===== config.mk =====
export PLATFORM = sky130hd
export DESIGN_NAME = rob_unwind
export DESIGN_NICKNAME = d
export VERILOG_FILES = /design/src/rtl/rob_unwind_pkg.sv /design/src/rtl/rob_slot_store.sv /design/src/rtl/rob_ptr_ctrl.sv /design/src/rtl/rob_unwind.sv
export SDC_FILE = /design/constraint.sdc
export NUM_CORES = 1
export LEC_CHECK = 0
export ABC_AREA = 1
export BUFFER_PORTS_ARGS = -buffer_cell sky130_fd_sc_hd__buf_2
export CAP_MARGIN = 25
export CELL_PAD_IN_SITES_DETAIL_PLACEMENT = 2
export CELL_PAD_IN_SITES_GLOBAL_PLACEMENT = 2
export CORE_AREA = 5 5 162 164
export DETAILED_ROUTE_END_ITERATION = 8
export DIE_AREA = 0 0 167 169
export GPL_ROUTABILITY_DRIVEN = 0
export HOLD_SLACK_MARGIN = 0.08
export PLACE_DENSITY_LB_ADDON = 0.1
export RECOVER_POWER = 100
export SYNTH_ARGS = -nofsm -noshare
export SYNTH_HDL_FRONTEND = slang
export SYNTH_HIERARCHICAL = 1
export SYNTH_SLANG_ARGS = --single-unit

===== constraint.sdc =====
create_clock -name clk -period 5.1 [get_ports clk]
set_input_delay 0.255 -clock clk [delete_from_list [all_inputs] [get_ports clk]]
set_output_delay 0.255 -clock clk [all_outputs]
set_load 0.005 [all_outputs]

===== src/rtl/rob_unwind_pkg.sv =====
package rob_unwind_pkg;

    localparam int AREG_W = 5;
    localparam int TAG_W  = 6;

    typedef struct packed {
        logic              has_dst;
        logic [AREG_W-1:0] areg;
        logic [TAG_W-1:0]  old_tag;
        logic [TAG_W-1:0]  new_tag;
        logic              done;
    } rob_slot_t;

endpackage


===== src/rtl/rob_slot_store.sv =====
module rob_slot_store
    import rob_unwind_pkg::*;
#(
    parameter int DEPTH = 8,
    localparam int IDX_W = $clog2(DEPTH)
) (
    input  logic              clk,
    input  logic              rst_n,
    input  logic              wr_en,
    input  logic [IDX_W-1:0]  wr_idx,
    input  rob_slot_t         wr_slot,
    input  logic              done_en,
    input  logic [IDX_W-1:0]  done_idx,
    input  logic [IDX_W-1:0]  hd_idx,
    output logic              hd_done,
    output logic              hd_has_dst,
    output logic [TAG_W-1:0]  hd_old_tag,
    input  logic [IDX_W-1:0]  wk_idx,
    output logic              wk_has_dst,
    output logic [AREG_W-1:0] wk_areg,
    output logic [TAG_W-1:0]  wk_old_tag,
    output logic [TAG_W-1:0]  wk_new_tag
);

    typedef struct packed {
        rob_slot_t [DEPTH-1:0] slots;
    } store_st_t;

    store_st_t st_d, st_q;

    always_comb begin
        st_d = st_q;
        if (wr_en) begin
            st_d.slots[wr_idx] = wr_slot;
        end
        if (done_en) begin
            st_d.slots[done_idx].done = 1'b1;
        end
    end

    always_ff @(posedge clk) begin
        if (!rst_n) begin
            st_q <= '0;
        end else begin
            st_q <= st_d;
        end
    end

    assign hd_done    = st_q.slots[hd_idx].done;
    assign hd_has_dst = st_q.slots[hd_idx].has_dst;
    assign hd_old_tag = st_q.slots[hd_idx].old_tag;
    assign wk_has_dst = st_q.slots[wk_idx].has_dst;
    assign wk_areg    = st_q.slots[wk_idx].areg;
    assign wk_old_tag = st_q.slots[wk_idx].old_tag;
    assign wk_new_tag = st_q.slots[wk_idx].new_tag;

endmodule


===== src/rtl/rob_ptr_ctrl.sv =====
module rob_ptr_ctrl #(
    parameter int DEPTH = 8,
    localparam int IDX_W = $clog2(DEPTH),
    localparam int PTR_W = IDX_W + 1
) (
    input  logic             clk,
    input  logic             rst_n,
    input  logic             disp_valid,
    input  logic             flush_valid,
    input  logic [IDX_W-1:0] flush_idx,
    input  logic             head_done,
    output logic [IDX_W-1:0] head_idx,
    output logic [IDX_W-1:0] tail_idx,
    output logic [IDX_W-1:0] walk_idx,
    output logic             disp_ready,
    output logic             disp_fire,
    output logic             grad_fire,
    output logic             walking
);

    typedef struct packed {
        logic [PTR_W-1:0] head;
        logic [PTR_W-1:0] tail;
        logic             walking;
        logic [IDX_W-1:0] stop;
    } ctl_st_t;

    ctl_st_t st_d, st_q;
    logic [PTR_W-1:0] count;
    logic             full;
    logic             empty;
    logic [IDX_W-1:0] stop_new;

    always_comb begin
        count      = st_q.tail - st_q.head;
        full       = (count == PTR_W'(DEPTH));
        empty      = (count == '0);
        tail_idx   = st_q.tail[IDX_W-1:0];
        head_idx   = st_q.head[IDX_W-1:0];
        walk_idx   = tail_idx - IDX_W'(1);
        walking    = st_q.walking;
        stop_new   = flush_idx + IDX_W'(1);
        disp_ready = !full && !st_q.walking && !flush_valid;
        disp_fire  = disp_valid && disp_ready;
        grad_fire  = !empty && head_done && !st_q.walking;

        st_d = st_q;
        if (grad_fire) begin
            st_d.head = st_q.head + PTR_W'(1);
        end
        if (st_q.walking) begin
            st_d.tail = st_q.tail - PTR_W'(1);
            if (walk_idx == st_q.stop) begin
                st_d.walking = 1'b0;
            end
        end else if (flush_valid) begin
            st_d.stop    = stop_new;
            st_d.walking = (tail_idx != stop_new);
        end else if (disp_fire) begin
            st_d.tail = st_q.tail + PTR_W'(1);
        end
    end

    always_ff @(posedge clk) begin
        if (!rst_n) begin
            st_q <= '0;
        end else begin
            st_q <= st_d;
        end
    end

endmodule


===== src/rtl/rob_unwind.sv =====
module rob_unwind
    import rob_unwind_pkg::*;
#(
    parameter int DEPTH = 8,
    localparam int IDX_W = $clog2(DEPTH)
) (
    input  logic              clk,
    input  logic              rst_n,
    input  logic              disp_valid,
    output logic              disp_ready,
    input  logic              disp_has_dst,
    input  logic [AREG_W-1:0] disp_areg,
    input  logic [TAG_W-1:0]  disp_new_tag,
    input  logic [TAG_W-1:0]  disp_old_tag,
    output logic [IDX_W-1:0]  disp_idx,
    input  logic              cmpl_valid,
    input  logic [IDX_W-1:0]  cmpl_idx,
    output logic              ret_valid,
    output logic              ret_free_valid,
    output logic [TAG_W-1:0]  ret_free_tag,
    input  logic              flush_valid,
    input  logic [IDX_W-1:0]  flush_idx,
    output logic              busy,
    output logic              rest_valid,
    output logic [AREG_W-1:0] rest_areg,
    output logic [TAG_W-1:0]  rest_tag,
    output logic              undo_free_valid,
    output logic [TAG_W-1:0]  undo_free_tag
);

    logic [IDX_W-1:0] head_idx, tail_idx, walk_idx;
    logic             disp_fire, grad_fire, walking;
    logic             hd_done, hd_has_dst, wk_has_dst;
    logic [TAG_W-1:0] hd_old_tag, wk_old_tag, wk_new_tag;
    rob_slot_t        wr_slot;

    always_comb begin
        wr_slot         = '0;
        wr_slot.has_dst = disp_has_dst;
        wr_slot.areg    = disp_areg;
        wr_slot.old_tag = disp_old_tag;
        wr_slot.new_tag = disp_new_tag;
        wr_slot.done    = 1'b0;
    end

    rob_ptr_ctrl #(.DEPTH(DEPTH)) ctrl_i (
        .clk         (clk),
        .rst_n       (rst_n),
        .disp_valid  (disp_valid),
        .flush_valid (flush_valid),
        .flush_idx   (flush_idx),
        .head_done   (hd_done),
        .head_idx    (head_idx),
        .tail_idx    (tail_idx),
        .walk_idx    (walk_idx),
        .disp_ready  (disp_ready),
        .disp_fire   (disp_fire),
        .grad_fire   (grad_fire),
        .walking     (walking)
    );

    rob_slot_store #(.DEPTH(DEPTH)) store_i (
        .clk        (clk),
        .rst_n      (rst_n),
        .wr_en      (disp_fire),
        .wr_idx     (tail_idx),
        .wr_slot    (wr_slot),
        .done_en    (cmpl_valid),
        .done_idx   (cmpl_idx),
        .hd_idx     (head_idx),
        .hd_done    (hd_done),
        .hd_has_dst (hd_has_dst),
        .hd_old_tag (hd_old_tag),
        .wk_idx     (walk_idx),
        .wk_has_dst (wk_has_dst),
        .wk_areg    (rest_areg),
        .wk_old_tag (wk_old_tag),
        .wk_new_tag (wk_new_tag)
    );

    assign disp_idx        = tail_idx;
    assign ret_valid       = grad_fire;
    assign ret_free_valid  = grad_fire && hd_has_dst;
    assign ret_free_tag    = hd_old_tag;
    assign busy            = walking;
    assign rest_valid      = walking && wk_has_dst;
    assign rest_tag        = wk_old_tag;
    assign undo_free_valid = walking && wk_has_dst;
    assign undo_free_tag   = wk_new_tag;

endmodule


## Word level (Yosys, flattened, before mapping)

Index checks and enable logic that the tools add are counted.
Widths: inputs -> output; s select.

| storage, ports and cells | value |
|---|---|
| flip-flop bits (word level) | 164 |
| bits of input ports | 29 |
| output and inout bits | 32 |

| operators by class | value |
|---|---|
| add/subtract/negate cells | 6 |
| magnitude comparators | 6 |
| equality and inequality tests | 4 |
| mux-type cells | 17 |
| bitwise logic cells | 1 |
| reduce and logical (&&, ||, !) cells | 17 |

Operator list:

| kind | number |
|---|---|
| $bwmux 152 | 2 |
| $mux 152 | 2 |
| $bmux 19 s3 | 2 |
| $demux 19 s3 | 2 |
| $mux 19 | 3 |
| $lt 3x4->1 const B | 4 |
| $mux 4 | 3 |
| $logic_and 1x1->1 | 9 |
| $add 4x1->4 const B | 2 |
| $ge 3x1->1 const B | 2 |
| $mux 5 | 1 |
| $eq 4x4->1 const B | 1 |
| $logic_not 1->1 | 4 |
| $logic_not 4->1 | 1 |
| $reduce_and 2->1 | 2 |
| $sub 4x1->4 const B | 1 |
| $sub 4x4->4 | 1 |
| $add 3x1->3 const B | 1 |
| $eq 3x3->1 | 1 |
| $ne 3x3->1 | 1 |
| $sub 3x1->3 const B | 1 |
| $mux 1 | 2 |
| $ne 2x1->1 const B | 1 |
| $reduce_bool 2->1 | 1 |
| $not 1->1 | 1 |

## Longest topological paths before layout

Gate-level depths: netlist (run 1).

| depth | value |
|---|---|
| word-level depth | 9 |
| gate-level depth with buffers | 19 |
| mapped depth without buffers | 18 |

## Modules after synthesis

The synthesis (run 1) kept the hierarchy.

By module, submodules not included:

| module | instances | cells an instance | area an instance (um2) |
|---|---|---|---|
| rob_slot_store | 1 | 1212 | 7536.0 |
| rob_ptr_ctrl | 1 | 132 | 930.9 |
| rob_unwind | 1 | 6 | 26.3 |

## Worst setup path after synthesis (run 1)

OpenSTA, ideal clock, no wires.

| path | value |
|---|---|
| path kind | flip-flop to flip-flop |
| start point | reg ctrl_i.st_q (netlist bit ctrl_i/head_idx[2]) |
| end point | reg with a tool-made name |
| library setup time | 0.116 ns |
| data arrival time | 2.119 ns |
| data required time | 4.984 ns |
| slack | 2.865 ns |
| cell stages (with the launch flop) | 16 |
| path buffers | 2 |
| clock period less this slack | 2.235 ns |
| cells stage by stage | dfxtp_1 inv_1 ha_1 or2_1 nand3_1 nand2_1 nand2_2 nand3_4 inv_1 inv_1 nor2_4 nand2_1 buf_2 buf_2 o21ai_0 nor2_1 |

RTL lines:

| element | line | RTL |
|---|---|---|
| start, declared | rob_ptr_ctrl.sv:28 | `ctl_st_t st_d, st_q;` |
| start signal, assigned | rob_ptr_ctrl.sv:68 | `st_q <= st_d;` |

==> metrics, run 1 <==
Post-CTS Setup Bufs 0; area of placed instances 0.00887 mm²; CP delay by family, top buffers and inverters; layout cells sized above 1 6.49%; max-capacitance violation count 0; Port-buffer cells 60; Pre-Repair DR Iteration Count 5; Slew HR 5.70%; post-route clock period utilization 80.6%; setup repair after global routing missed its margin false; Net Sw Power 2000 µW; total count of max-transition violations in the final report 0; Clock Tree Buf Depth 2; CP required 5410 ps; number of buffers created by CTS 17; Mapped Avg Cell Area 6.29 µm²; Detailed Route WL 33700 µm; share of total power consumed by net switching 43.7%; initial antenna violation count 0; final core utilization 37.9%; floorplan die height 169 µm; most common cell after layout, fill and taps aside nand2_1; Reg power frac 32.1%; CP endpoint kind register; CP startpoint kind register; NumNets Final 1397; first-pass GRT wire length 53600 µm; power density of the placed cells 487 mW/mm²; Period minus WS final 4110 ps; sequential-to-total area share from yosys stat 38.7%; cell breakdown of the critical path inv_1 > ha_1 > or2_0 > nand2_1 > nand2_1 > nand2_1 > nand2_1 > nand3_1 > inv_1 > nand2_1 > inv_1 > nand2_1 > buf_4 > clkinv_1 > nor2_1 > nor2_1; most used cell along the critical path nand2_1; total internal power 2570 µW; fin worst setup slack 992 ps; total overflow reported by the global router 0; clock share of power 28.2%; total inserted antenna cells 0; Warnings, synthesis 6; mean routed wirelength per cell 19.8 µm; Row Count 58; clk slew on worst S/H paths 70 ps; pre-CTS setup slack 1430 ps; count of H-tree levels built during CTS 4; effective utilization at floorplan 34.3%; largest net degree at the start of global routing 102; via count of the first global-routing pass 9568; combined buffer and inverter count along the critical path 5; area of the core region 0.0247 mm²; antenna violation net count after detailed routing 0; final count of hold timing violations 0; number of top-level pins 61; slack of the worst reg-to-reg path 990 ps; CTS Sinks 164; Crit-path slowest cell clkinv_1; Worst R2R Start ctrl_i/head_idx[2]; actual transition at the worst max-transition pin 1410 ps; beginning of the worst hold path flush_idx[2]; die area 0.0282 mm²; leakage dissipation 0.00401 µW; vias after detailed routing 8785; count of unresolved DRC violations after routing 0; depth of the worst hold-timing path 3; post-synthesis instance area 0.00849 mm²; overall track demand over capacity in global routing 24.1%; CTS tree yes; detailed router's first-iteration violation count 350; logic gate share of total power 39.6%; leading cell types in the layout, fill and taps excluded nand2_1, nor2_1, o21ai_0; arrival time at the worst endpoint 4420 ps; depth of the most critical reg-to-reg path 16; Tot Pwr 4570 µW; Setup TNS Final 0 ps; area delta synth->final 10.4%; result of the run complete, no violations; total setup violations reported at the end of the flow 0; type of the worst setup path register to register; CP Max Fanout 20; die width 167 µm; total half-perimeter wirelength after legalization and detailed placement 21400 µm; post-DR vias/cell 5.16; Seq cells post-synth 164; skew final 13.6 ps; clock latency at the later pin of the worst-skew pair 430 ps; cells after synthesis 1350; Hold WC Path Type input port to register; Clock Tree Root clkbuf_16; delay of the slowest cell on the worst path 760 ps; Achievable Freq 243 MHz; hold endpoint ctrl_i/st_q[2]; Finished Cell Area 0.00937 mm²; Worst IR Drop VDD 0.417 mV; count of different cell masters after synthesis 31; post-synthesis net count 1388
## per-stage QoR
stage,cells,hold slack [ps]
after detailed placement,1669,470
after global placement,1669,456
after floorplan,1350,345
after global routing,1702,172
final,1702,169
after CTS,1702,155
## cell usage after synthesis
master	n	area share (%)
dfxtp_1	164	39
a21oi_2	1	0.10
nand3_1	70	4.1
buf_1	5	0.22
or2_2	1	0.074
nand4_1	5	0.37
xnor2_1	5	0.52
nor2_1	317	14
nand2_1	327	14
o21ai_1	15	0.88
inv_2	5	0.22
clkbuf_1	38	1.7
ha_1	8	1.2
nor2_2	4	0.29
fa_1	1	0.24
nand3b_1	1	0.088
xor2_1	6	0.62
buf_6	10	1.3
a21oi_1	26	1.5
or2_1	1	0.074
nand2_4	1	0.13
clkbuf_2	3	0.18
o21ai_0	211	12
nand2_2	2	0.15
buf_2	22	1.3
conb_1	1	0.044
inv_1	78	3.4
nor2_4	1	0.13
buf_4	10	0.88
nand3_4	1	0.21
clkinv_1	10	0.44
## per-layer routing
layer	share of wire [%]	track usage (%)	vias up
met5	0	0	-
met2	50	43.2	103
met3	2.2	2.80	31
met1	46	31.2	4383
met4	1.7	5.83	0
li1	-	-	4268
## power by group through the flow
| stage | Combinational, µW | Clock [µW] | Sequential, µW |
|---|---|---|---|
| 5_1_grt | 2030 | 1370 | 1480 |
| 3_5_place_dp | 1870 | 0 | 1500 |
| 6_report | 1810 | 1290 | 1470 |
| 4_1_cts | 1890 | 1320 | 1470 |
| 3_3_place_gp | 1820 | 0 | 1490 |
| 2_1_floorplan | 1170 | 0 | 1460 |
## worst min-delay path, cell delays in order
cell     delay [ps]
buf_2            80
xnor2_1          90
a21oi_1         130
## kinds of logic after synthesis
family	Yosys count	synth area share, %
AOI/OAI and AO/OA	253	15.0
xor gates and xnor gates	11	1.13
buffers and inverters	181	9.69
other	1	0.0442
and+or+nand+nor	731	34.1
adders and majority gates	9	1.41
DFF	164	38.7
## area by class of cell
type / count / area [µm²]
Clock buffer: 19 / 433
Clock inverter: 13 / 135
Fill cell: 3133 / 15400
Inverter: 93 / 350
Multi-Input combinational cell: 1005 / 4370
Sequential cell: 164 / 3280
Tap cell: 330 / 413
Timing Repair Buffer: 78 / 389
## how the worst max path moves through the flow
| stage | from | end | depth (start not counted) |
|---|---|---|---|
| 2_1_floorplan | ctrl_i/head_idx[2] | register | 15 |
| 3_3_place_gp | ctrl_i/head_idx[2] | register | 16 |
| 3_5_place_dp | ctrl_i/head_idx[2] | register | 16 |
| 4_1_cts | ctrl_i/tail_idx[1] | undo_free_valid | 12 |
| 5_1_grt | ctrl_i/head_idx[2] | register | 16 |
| 6_report | ctrl_i/head_idx[2] | register | 16 |
## repair_timing
action / CTS / global route
setup endpoints to repair: 0 / 0
hold buffers: 1 / 0
hold endpoints to repair: 1 / 0
gates resized for setup: 0 / 0
(Power assumes the default switching activity.)
==> run 2: changes to the inputs <==
Settings changed: CORE_AREA 5 5 162 164 to 5 5 167 169, DIE_AREA 0 0 167 169 to 0 0 172 174.
Clock period 5.1 ns to 3.97 ns, I/O delays scaled along.
==> run 2 against run 1 <==
Highest routed layer unchanged; first-iteration DRC count is 19% higher; worst setup slack worse by 640 ps; the run now ends with capacitance limit, slew limit left; cell area is 1.4% higher; power is 32% higher; combinational power is 30% higher; critical path type is now register to primary output; die area is 6.0% higher.
==> metrics, run 2 (same netlist as run 1, synthesis figures left out) <==
depth of the most critical reg-to-reg path 15 (-1); placed insts 1689 (+1.2%); total inserted antenna cells 0 (unchanged); total setup violations reported at the end of the flow 0 (unchanged); max-capacitance violation count 1 (+1); arrival time at the worst endpoint 3420 ps (-1000 ps); die area 0.0299 mm² (+6.0%); NumNets Final 1406 (+0.64%); first-pass GRT wire length 54200 µm (+1.2%); leakage dissipation 0.00410 µW (+2.3%); startpoint of the most critical setup path ctrl_i/head_idx[0]; non-filler cells in the finished layout 1722 (+1.2%); most used cell along the critical path nand2_1; total half-perimeter wirelength after legalization and detailed placement 21900 µm (+2.3%); Row Count 60 (+3.4%); CP startpoint kind register; effective utilization at floorplan 32.1% (-2.2 points); most common cell after layout, fill and taps aside nand2_1; type of the worst setup path register to primary output; Crit path depth 8 (-8); slack of the worst reg-to-reg path 570 ps (-420 ps); fill cell count 3309 (+5.6%); CP endpoint kind primary output; vias after detailed routing 8867 (+0.93%); total overflow reported by the global router 0 (unchanged); cell breakdown of the critical path buf_4 > inv_1 > clkbuf_1 > nor2_1 > o21ai_0 > nand2_1 > nand2_1 > buf_2; CTS Sinks 164 (unchanged); final count of hold timing violations 0 (unchanged); Crit-path slowest cell clkbuf_1; endpoint of the worst setup timing path ret_free_tag[5]; Pre-Repair DR Iteration Count 4 (-1); Clock Tree Buf Depth 2 (unchanged); Setup TNS Final 0 ps (unchanged); actual transition at the worst max-transition pin 1680 ps (+268 ps); combined buffer and inverter count along the critical path 4 (-1); CP Max Fanout 36 (+80%); worst hold slack across all endpoints 113 ps (-56.1 ps); delay of the slowest cell on the worst path 1240 ps (+480 ps); Detailed Route WL 34200 µm (+1.5%); power density of the placed cells 634 mW/mm² (+30%); clock latency at the later pin of the worst-skew pair 440 ps (about the same); total count of max-transition violations in the final report 29 (+29); Achievable Freq 277 MHz; area delta synth->final 11.9%; leading cell types in the layout, fill and taps excluded nand2_1, nor2_1, o21ai_0; CTS tree yes; Slew HR -12.2% (-18 points); Clock Tree Root clkbuf_16; largest net degree at the start of global routing 135 (+32%); clk slew on worst S/H paths 80 ps (about the same); post-route clock period utilization 91.1%; antenna violation net count after detailed routing 0 (unchanged); post-DR vias/cell 5.15 (-0.24%); count of H-tree levels built during CTS 4 (unchanged); Hold WC Path Type input port to register; layout cells sized above 1 7.53% (+1.0 points); Worst R2R Start ctrl_i/tail_idx[1]; fin worst setup slack 355 ps (-637 ps); via count of the first global-routing pass 9648 (+0.84%); Post-CTS Setup Bufs 0 (unchanged); setup repair after global routing missed its margin false; area of the core region 0.0264 mm² (+6.8%); final core utilization 36.0% (-1.9 points); skew final 14.5 ps (+0.889 ps); Port-buffer cells 60 (unchanged); count of unresolved DRC violations after routing 0 (unchanged); result of the run complete, but fails checks; detailed router's first-iteration violation count 416 (+19%); number of buffers created by CTS 17 (unchanged); die width 172 µm (+3.0%); CP delay by family, top buffers and inverters; overall track demand over capacity in global routing 23.3% (-0.88 points); CP required 3770 ps (-1640 ps); floorplan die height 174 µm (+3.0%); Worst IR Drop VDD 0.319 mV (-23%); mean routed wirelength per cell 19.9 µm (+0.36%); Period minus WS final 3620 ps; number of top-level pins 61 (unchanged); failing checks capacitance limit, slew limit; initial antenna violation count 0 (unchanged); pre-CTS setup slack 800 ps (-628 ps)
-- run 2: cell type report --
| cell class | count | area, µm² | share of cell area (%) |
|---|---|---|---|
| multi-input cells | 1005 | 4360 | 45.8 |
| inverters | 93 | 349 | 3.67 |
| well taps | 341 | 427 | 4.49 |
| clock buffers | 18 | 429 | 4.51 |
| clock inverters | 14 | 186 | 1.96 |
| repair buffers | 87 | 474 | 4.99 |
| flip-flops and latches | 164 | 3280 | 34.5 |
-- run 2: what timing repair did --
item	in CTS	in global routing
resized for setup	0	0
hold endpoints to repair	1	0
hold buffers	1	0
setup endpoints to repair	0	0
-- run 2: worst min-delay path by stage --
stage	start	endpoint	cells past startpoint
6_report	flush_idx[2]	ctrl_i/st_q[2]	3
5_1_grt	flush_idx[2]	ctrl_i/st_q[2]	3
4_1_cts	flush_idx[2]	ctrl_i/st_q[2]	3
3_5_place_dp	flush_idx[0]	ctrl_i/st_q[0]	2
3_3_place_gp	flush_idx[0]	ctrl_i/st_q[0]	2
2_1_floorplan	flush_idx[0]	ctrl_i/st_q[0]	1
-- run 2: per-stage QoR --
step	total power, µW	cell area (µm²)
after floorplan	3380	8490
after global placement	4280	8980
after CTS	6190	9600
final	6030	9510
after detailed placement	4350	8980
after global routing	6470	9510
-- run 2: power breakdown --
group	total [µW]	leakage [µW]	internal [µW]	switching, µW
Sequential	1880	0.00133	1780	101
Clock	1800	0.000301	1010	788
Combinational	2350	0.00247	674	1680
Total	6030	0.00410	3460	2570
-- run 2: layer usage --
layer,share of wire [%],global-route usage [%]
met4,1.8,5.70
met5,0,0
met2,48,39.1
met3,2.3,3.34
met1,47,31.4
-- run 2: tightest hold or removal path: cells and delay by family --
| kind | cells | cell delay [ps] |
|---|---|---|
| XOR/XNOR | 1 | 90 |
| AO/OA/AOI/OAI | 1 | 130 |
| buffers and inverters | 1 | 90 |
==> run 3: changes to the inputs <==
Settings changed: CORE_AREA 5 5 167 169 to 2 2 164 166, DIE_AREA 0 0 172 174 to 0 0 166 168.
==> run 3 against run 2 <==
The flow now finishes without violations; cell area stayed put; final cell count is 0.12% lower; clock power is 3% lower; sequential share of layout area stayed put; sequential power hardly changed; first-iteration DRC count is 17% lower; fmax is 3.1% higher; non-clock buffer count is 3 lower; critical endpoint is now rest_areg[2]; largest cell class unchanged.
==> metrics, run 3 (same netlist as run 1, synthesis figures left out) <==
Period minus WS final 3510 ps (-109 ps); Setup TNS Final 0 ps (unchanged); Port-buffer cells 60 (unchanged); result of the run complete, no violations; clock share of power 29.4% (-0.5 points); Achievable Freq 285 MHz (+3.1%); first-pass GRT wire length 53500 µm (-1.3%); mean routed wirelength per cell 19.7 µm (-0.97%); most common cell after layout, fill and taps aside nand2_1; clk slew on worst S/H paths 80 ps (about the same); max-capacitance violation count 0 (-1); via count of the first global-routing pass 9555 (-0.96%); Hold WC Path Type input port to register; die area 0.0279 mm² (-6.8%); share of total power consumed by net switching 43.5% (+0.97 points); Slew HR 23.4% (+36 points); CP required 3770 ps (about the same); total setup violations reported at the end of the flow 0 (unchanged); CP startpoint kind register; clock latency at the later pin of the worst-skew pair 440 ps (about the same); post-route clock period utilization 88.3% (-2.7 points); Row Count 60 (unchanged); fin worst setup slack 464 ps (+109 ps); antenna violation net count after detailed routing 0 (unchanged); die width 166 µm (-3.5%); NumNets Final 1403 (-0.21%); type of the worst setup path register to primary output; effective utilization at floorplan 32.2% (+0.092 points); logic gate share of total power 38.9% (about the same); Pre-Repair DR Iteration Count 4 (unchanged); skew final 18.8 ps (+4.34 ps); Worst IR Drop VDD 0.245 mV (-23%); Tot Pwr 5920 µW (-1.8%); setup repair after global routing missed its margin false; CP Max Fanout 21 (-42%); Clock Tree Buf Depth 2 (unchanged); leakage dissipation 0.00410 µW (about the same); power density of the placed cells 623 mW/mm² (-1.8%); number of top-level pins 61 (unchanged); layout cells sized above 1 7.84% (+0.31 points); Post-CTS Setup Bufs 0 (unchanged); CTS tree yes; Net Sw Power 2580 µW (+0.45%); actual transition at the worst max-transition pin 1150 ps (-534 ps); fill cell count 3265 (-1.3%); area delta synth->final 11.9% (unchanged); initial antenna violation count 1 (+1); arrival time at the worst endpoint 3310 ps (-110 ps); total half-perimeter wirelength after legalization and detailed placement 21200 µm (-2.9%); pre-CTS setup slack 686 ps (-115 ps); Reg power frac 31.7% (+0.6 points); overall track demand over capacity in global routing 24.4% (+1.2 points); leading cell types in the layout, fill and taps excluded nand2_1, nor2_1, o21ai_0; post-DR vias/cell 5.13 (-0.46%); count of H-tree levels built during CTS 4 (unchanged); area of the core region 0.0264 mm² (-0.28%); total internal power 3340 µW (-3.4%); vias after detailed routing 8816 (-0.58%); floorplan die height 168 µm (-3.4%); count of unresolved DRC violations after routing 0 (unchanged); Clock Tree Root clkbuf_16; number of buffers created by CTS 17 (unchanged); detailed router's first-iteration violation count 347 (-17%); Detailed Route WL 33900 µm (-1.1%); largest net degree at the start of global routing 162 (+20%); total count of max-transition violations in the final report 0 (-100%); total overflow reported by the global router 0 (unchanged); CTS Sinks 164 (unchanged); CP endpoint kind primary output; final count of hold timing violations 0 (unchanged); worst hold slack across all endpoints 117 ps (+4.49 ps)
run 3: cell count changes in the layout (fill, tap and decap cells not counted), sizes merged:
cell / before / now
clkinv: 12 / 15
clkinvlp: 1 / 0
diode: 0 / 1
inv: 91 / 92
bufinv: 3 / 1
clkbuf: 50 / 43
buf: 54 / 56
dlygate4sd3: 1 / 2
run 3: stage by stage:
stage	cell area, µm²	utilization [%]	std cells
after floorplan	8490	-	1350
after global placement	8920	33.8	1684
after detailed placement	8920	33.8	1684
after CTS	9530	36.2	1717
after global routing	9500	36.1	1719
final	9510	36.1	1720
run 3: path summary, 6_finish.rpt:
check / from / slack [ps] / endpoint / cells after the start
setup reg to reg: ctrl_i/tail_idx[1] / 570 / register / 16
hold / removal: flush_idx[2] / 120 / ctrl_i/st_q[2] / 3
setup / recovery: ctrl_i/tail_idx[1] / 460 / rest_areg[2] / 12
hold reg to reg: register / 490 / register / 2
run 3: layer usage:
metal | vias up | GRT usage (%) | wire [µm]
met4 | 0 | 5.29 | 437
li1 | 4293 | - | -
met5 | - | 0 | 0
met2 | 100 | 44.0 | 16800
met3 | 21 | 2.54 | 592
met1 | 4402 | 31.6 | 16000
run 3: repair_timing:
item	CTS	global route
hold buffers	1	1
resized for setup	0	0
endpoints found under the hold margin	1	9
run 3: cell type report:
cell class                 count  area, µm²  area share, %
antenna                        1       2.50         0.0263
multi-input combinational   1005       4370           46.0
clock inverter                15        180           1.90
inverter                      93        349           3.67
timing repair buffer          84        465           4.90
clock buffer                  17        425           4.47
sequential                   164       3280           34.5
tap                          341        427           4.49
run 3: power by group through the flow:
stage          Clock [µW]  Sequential, µW  Combinational [µW]
2_1_floorplan           0            1880                1500
3_3_place_gp            0            1910                2300
3_5_place_dp            0            1920                2380
4_1_cts              1780            1880                2400
5_1_grt              1840            1900                2620
6_report             1740            1880                2300
run 3: critical path, stage by stage, from the launching register on:
cell	delay, ps
dfxtp_1	310
clkbuf_1	430
inv_1	190
ha_1	360
inv_1	80
buf_4	230
clkinv_1	80
clkbuf_2	410
o21ai_0	190
o21ai_0	210
nand2_1	70
nand2_1	120
clkbuf_1	160
